## src/rtl/flash_guard_pkg.sv

```systemverilog
// Shared encodings for the flash security controller.
package flash_guard_pkg;
    typedef enum logic [1:0] {
        OP_WRITE  = 2'd0,
        OP_PERASE = 2'd1,
        OP_GERASE = 2'd2,
        OP_READ   = 2'd3
    } fg_op_e;

    typedef enum logic {
        SRC_CPU = 1'b0,
        SRC_DBG = 1'b1
    } fg_src_e;
endpackage

```

## src/rtl/fg_boot_timer.sv

```systemverilog
// Boot window timer.
// Counts clock cycles from reset release and saturates at BOOT_CYCLES.
// boot_phase is high while fewer than BOOT_CYCLES cycles have elapsed.
// Assumes: synchronous active-low reset; BOOT_CYCLES >= 1.
module fg_boot_timer #(
    parameter int BOOT_CYCLES = 60
) (
    input  logic clk,
    input  logic rst_n,
    output logic boot_phase
);
    localparam int CNT_W = $clog2(BOOT_CYCLES + 1);
    localparam logic [CNT_W-1:0] LIMIT = CNT_W'(BOOT_CYCLES);

    logic [CNT_W-1:0] cycle_cnt;

    // Count elapsed cycles since reset, holding at the limit.
    always_ff @(posedge clk) begin
        if (!rst_n)
            cycle_cnt <= '0;
        else if (cycle_cnt != LIMIT)
            cycle_cnt <= cycle_cnt + 1'b1;
    end

    // Window is open until the limit is reached.
    always_comb boot_phase = (cycle_cnt < LIMIT);


    window_stays_closed_chk: assert property (@(posedge clk) disable iff (!rst_n)
        !boot_phase |=> !boot_phase);

    count_never_past_limit_chk: assert property (@(posedge clk) disable iff (!rst_n)
        cycle_cnt <= LIMIT);
endmodule

```

## src/rtl/fg_secure_bit.sv

```systemverilog
// One-way security latch.
// Only a write of 1 changes the bit; it returns to 0 solely on reset.
// Assumes: synchronous active-low reset.
module fg_secure_bit (
    input  logic clk,
    input  logic rst_n,
    input  logic wr_en,
    input  logic wr_data,
    output logic secure
);
    // Set-only register cleared by reset.
    always_ff @(posedge clk) begin
        if (!rst_n)
            secure <= 1'b0;
        else if (wr_en && wr_data)
            secure <= 1'b1;
    end


    secure_sticky_chk: assert property (@(posedge clk) disable iff (!rst_n)
        secure |=> secure);

    secure_rise_cause_chk: assert property (@(posedge clk) disable iff (!rst_n)
        !secure ##1 secure |-> $past(wr_en) && $past(wr_data));
endmodule

```

## src/rtl/fg_access_check.sv

```systemverilog
// Request permission check.
// Judges each request against the boot window and security bit, then
// registers a one-cycle grant (with request copy) or deny pulse.
// Assumes: request fields are valid when req_valid is high; the security
// value used is the registered one, before any write in the same cycle.
module fg_access_check
    import flash_guard_pkg::*;
#(
    parameter int PAGE_W = 8
) (
    input  logic              clk,
    input  logic              rst_n,
    input  logic              boot_phase,
    input  logic              secure,
    input  logic              req_valid,
    input  logic              req_src,
    input  logic [1:0]        req_op,
    input  logic [PAGE_W-1:0] req_page,
    output logic              grant,
    output logic              deny,
    output logic              src_q,
    output logic [1:0]        op_q,
    output logic [PAGE_W-1:0] page_q
);
    fg_op_e  op;
    fg_src_e src;
    logic    page_zero;
    logic    refuse;

    // Decode the request and decide whether it must be refused.
    always_comb begin
        op        = fg_op_e'(req_op);
        src       = fg_src_e'(req_src);
        page_zero = (req_page == '0);
        refuse    = 1'b0;
        if (src == SRC_DBG && boot_phase)
            refuse = 1'b1;
        if (secure && src == SRC_DBG && op != OP_GERASE)
            refuse = 1'b1;
        if (secure && page_zero && (op == OP_WRITE || op == OP_PERASE))
            refuse = 1'b1;
    end

    // Register the verdict pulses and the granted request copy.
    always_ff @(posedge clk) begin
        if (!rst_n) begin
            grant  <= 1'b0;
            deny   <= 1'b0;
            src_q  <= 1'b0;
            op_q   <= 2'd0;
            page_q <= '0;
        end else begin
            grant <= req_valid && !refuse;
            deny  <= req_valid && refuse;
            if (req_valid && !refuse) begin
                src_q  <= req_src;
                op_q   <= req_op;
                page_q <= req_page;
            end
        end
    end


    one_verdict_chk: assert property (@(posedge clk) disable iff (!rst_n)
        !(grant && deny));

    verdict_needs_req_chk: assert property (@(posedge clk) disable iff (!rst_n)
        (grant || deny) |-> $past(req_valid));

    secure_dbg_only_bulk_chk: assert property (@(posedge clk) disable iff (!rst_n)
        grant && src_q && $past(secure) |-> op_q == 2'd2);

    page0_protected_chk: assert property (@(posedge clk) disable iff (!rst_n)
        grant && $past(secure) && page_q == '0 |-> op_q[1]);

    no_dbg_in_boot_chk: assert property (@(posedge clk) disable iff (!rst_n)
        grant && src_q |-> !$past(boot_phase));
endmodule

```

## src/rtl/flash_guard_top.sv

```systemverilog
// Boot-window flash security controller top level.
// Ties the boot timer, the one-way security bit and the request checker
// together; debug enable follows the end of the boot window.
// Assumes: synchronous active-low reset on the processor clock.
module flash_guard_top #(
    parameter int BOOT_CYCLES = 60,
    parameter int PAGE_W      = 8
) (
    input  logic              clk,
    input  logic              rst_n,
    input  logic              sec_wr_en,
    input  logic              sec_wr_data,
    input  logic              req_valid,
    input  logic              req_src,
    input  logic [1:0]        req_op,
    input  logic [PAGE_W-1:0] req_page,
    output logic              boot_phase,
    output logic              dbg_enable,
    output logic              secure,
    output logic              req_grant,
    output logic              req_deny,
    output logic              flash_src,
    output logic [1:0]        flash_op,
    output logic [PAGE_W-1:0] flash_page
);
    fg_boot_timer #(.BOOT_CYCLES(BOOT_CYCLES)) i_timer (
        .clk        (clk),
        .rst_n      (rst_n),
        .boot_phase (boot_phase)
    );

    fg_secure_bit i_secure (
        .clk     (clk),
        .rst_n   (rst_n),
        .wr_en   (sec_wr_en),
        .wr_data (sec_wr_data),
        .secure  (secure)
    );

    fg_access_check #(.PAGE_W(PAGE_W)) i_check (
        .clk        (clk),
        .rst_n      (rst_n),
        .boot_phase (boot_phase),
        .secure     (secure),
        .req_valid  (req_valid),
        .req_src    (req_src),
        .req_op     (req_op),
        .req_page   (req_page),
        .grant      (req_grant),
        .deny       (req_deny),
        .src_q      (flash_src),
        .op_q       (flash_op),
        .page_q     (flash_page)
    );

    // Debug port may act only after the boot window.
    always_comb dbg_enable = !boot_phase;


    dbg_after_window_chk: assert property (@(posedge clk) disable iff (!rst_n)
        dbg_enable != boot_phase);
endmodule

```

## config.mk

```make
export PLATFORM = sky130hd
export DESIGN_NAME = flash_guard_top
export DESIGN_NICKNAME = d
export VERILOG_FILES = /design/src/rtl/flash_guard_pkg.sv /design/src/rtl/fg_boot_timer.sv /design/src/rtl/fg_secure_bit.sv /design/src/rtl/fg_access_check.sv /design/src/rtl/flash_guard_top.sv
export SDC_FILE = /design/constraint.sdc
export NUM_CORES = 1
export LEC_CHECK = 0
export ABC_CLOCK_PERIOD_IN_PS = 1850
export BUFFER_PORTS_ARGS = -buffer_cell sky130_fd_sc_hd__buf_2
export CAP_MARGIN = 30
export CORE_MARGIN = 2
export CORE_UTILIZATION = 45
export CTS_CLUSTER_DIAMETER = 100
export CTS_CLUSTER_SIZE = 24
export DETAILED_ROUTE_END_ITERATION = 8
export GPL_TIMING_DRIVEN = 0
export PLACE_DENSITY = 0.78
export SYNTH_ARGS = -nofsm -noshare
export SYNTH_HDL_FRONTEND = slang
export SYNTH_HIERARCHICAL = 1
export SYNTH_SLANG_ARGS = --single-unit
```

## constraint.sdc

```tcl
create_clock -name clk -period 1.85 [get_ports clk]
set_clock_uncertainty 0.15 [all_clocks]
set_input_delay 0.2775 -clock clk [delete_from_list [all_inputs] [get_ports clk]]
set_output_delay 0.2775 -clock clk [all_outputs]
set_load 0.005 [all_outputs]
```

==> reports/summary.txt <==
Total of endpoints with negative setup slack in the final report: 0
Count of routing violations after the opening detailed-route iteration: 6
Layout area overhead: 36.6%
Fraction of layout instances using a drive strength above 1: 40.7%
Maximum number of pins on one net before global-route repair: 14
Share of async-settable or async-resettable flops after synthesis: 0%
Element type at the critical path end: flop
Total half-perimeter wirelength after legalization and detailed placement: 1380 microns
Wirelength per Cell: 11.6 microns
Required time of the critical path: 1930 ps
Worst hold path type: primary input to flop
X dimension of the die: 48.7 microns
Design Power: 0.925 mW
Antenna violations before repair: 0
Number of register bits inferred by synthesis: 20
EDFF count, synth: 0
Critical register-to-register path startpoint: i_timer/cycle_cnt[4]
Run status: finished, final reports clean
Congestion Overflow GR: 0
Share of Yosys cell area claimed by the top area cell type: 44.6%
Mean instance size in the synthesized netlist: 9.46 sq um
Vias per Instance: 5.03
Cell Pwr Density: 753 mW/mm^2
Number of synthesis warnings: 6
Clock net sink count: 20
Number of nets in the layout: 159
Number of global-route vias before repair: 758
Library cell occupying the most area in the post-synthesis netlist: dfxtp_1
Net count after synthesis: 113
Leakage power: 0.583 nW
Placement row count: 16
Critical-path maximum fanout: 5
IR drop worst, VDD: 0.549 mV
Number of primary I/O pins: 32
Clock root buffer: clkbuf_4
Hold path startpoint: req_page[4]
Worst-skew pair later-pin latency: 300 ps
H-tree depth: 1
Count of unresolved DRC violations after routing: 0
Total GRT Usage: 16.4%
Syn Inst Count: 95
Unrepaired setup endpoints after global routing: yes
Category of the critical setup timing path: flop to flop
Endpoints failing hold: 0
Data arrival time of the critical path: 1910 ps
Starting density of the core: 46.7%
Cell types with the largest area share after synthesis: dfxtp_1 45%, mux2i_1 13%, nand2_1 11%
Pre-Repair DR Iteration Count: 4
Category of the worst setup path launch point: flop
Crit share post-route: 99.2%
Antenna Violating Nets Remaining: 0
Number of slew-limit violations in the final report: 0
Top-count cell post-synth: nand2_1
Post-layout minimum cycle time: 1840 ps
Top cells by count, synth: 26 x nand2_1, 20 x dfxtp_1, 12 x mux2i_1
Launch point of the critical path: i_timer/cycle_cnt[4]
Final TNS setup: 0 ps
Number of buffers inserted by port buffering: 31
Die footprint: 0.00237 sq mm
Diode count: 0
Normalized max-slew margin: 71.1%
Die height: 48.7 microns
Post-synth cell types: 29
Routed via count: 840
Buffer depth of the longest clock path: 2
First-pass GRT wire length: 3030 microns
Area after detailed placement: 0.00109 sq mm
Sequential share of the synthesized area: 44.6%
Syn Std Cell Area: 898 sq um
Gpl congestion: 0.782
Clock edge transition at the registers on the reported setup and hold paths: 120 ps
Num CTS Buffers: 3
Core Region: 0.00192 sq mm
# Max-Cap Violations: 0
TritonCTS clock tree: built
Most common flop cell mapped by yosys: dfxtp_1
Final wirelength: 1940 microns
Top achievable clock speed: 545 MHz
Slew at the pin closest to its max-slew limit: 434 ps
Non-Filler Cell Area, Final: 0.00123 sq mm
area by class of cell:
type / instances / area (sq um)
clock inverters: 1 / 30.0
inverters: 3 / 11.3
multi-input cells: 69 / 468
plain buffers: 3 / 18.8
fillers: 187 / 694
flip-flops and latches: 20 / 413
clock buffers: 3 / 22.5
well taps: 27 / 33.8
repair buffers: 41 / 230
cell usage in the layout (no fill, tap or decap):
cell type	synthesis	final
nand3_1	2	2
clkbuf_1	2	2
o21a_1	2	2
nand3_4	1	1
nand4_1	1	1
nor4_1	2	2
xor2_1	1	1
buf_4	0	10
dfxtp_2	0	1
inv_1	3	3
nor3b_2	2	2
buf_6	1	1
and4b_1	1	1
nor2b_1	1	1
nand4b_1	1	1
mux2i_1	12	12
bufinv_16	0	1
clkbuf_4	0	3
o221a_1	1	1
nand2_1	26	26
nor3_1	1	1
nor2_2	2	2
dfxtp_1	20	16
nor3_2	2	2
and3_1	1	1
buf_2	0	31
xnor2_1	1	1
o211a_1	1	1
ha_1	2	2
a21oi_1	1	1
o21ai_1	1	2
nor2_1	2	2
dfxtp_4	0	3
and3b_1	1	1
per-layer routing:
layer | vias to the layer above | wire length, microns | part of all wire, % | GRT usage, %
li1 | 413 | - | - | -
met5 | - | 0 | 0 | 0
met4 | 0 | 27 | 1.4 | 8.57
met3 | 4 | 98 | 5.1 | 3.09
met2 | 23 | 994 | 51 | 30.1
met1 | 400 | 814 | 42 | 17.6
worst paths after layout:
kind | to | cells past startpoint | slack (ps)
setup / recovery | i_check/op_q[1] | 6 | 10
setup reg to reg | i_check/op_q[1] | 6 | 10
hold / removal | i_check/page_q[4] | 3 | 60
hold reg to reg | i_check/page_q[4] | 2 | 310
metrics by stage:
step	std cells	hold slack, ps	util [%]	setup slack (ps)
2_1_floorplan	95	245	-	124
3_3_place_gp	153	288	56.6	7.16
3_5_place_dp	153	295	56.6	-35.6
4_1_cts	159	53.9	60.3	48.2
5_1_grt	167	54.6	63.9	-122
6_report	167	63.4	63.9	14.2
flip-flops by register name, summed over array words and instances (netlist names):
register,cells
i_check/src_q,1
i_check/grant,1
i_secure/secure,1
i_check/deny,1
i_check/op_q,2
i_check/page_q,8
i_timer/cycle_cnt,6
repair_timing:
item / CTS / global route
pin swaps: 1 / 4
buffers inserted: 2 / 7
gates cloned: 0 / 1
resized for setup: 4 / 6
hold buffers: 0 / 0
endpoints found under the setup margin: 10 / 10
where the power goes:
| group | internal (mW) | switching [mW] |
|---|---|---|
| Sequential | 0.448 | 0.0144 |
| Clock | 0.219 | 0.132 |
| Combinational | 0.0566 | 0.0542 |
| Total | 0.724 | 0.201 |
cell families (layout without fill, tap and decap cells):
kind of cell	Yosys count	count (layout)	share of synthesized area, %
xor gates and xnor gates	2	2	1.95
buffers and inverters	6	51	3.34
and+or+nand+nor	46	46	28.3
DFF	20	20	44.6
AOI/OAI and AO/OA	7	7	5.71
adders and majority gates	2	2	2.79
muxes	12	12	13.4
critical path: stages, from the launching register on:
cell	delay (ps)
dfxtp_4	380
nand4_1	200
nor3b_2	260
nor2_2	70
nor3b_2	290
buf_4	220
mux2i_1	190
Power figures use the tool's default switching activity.
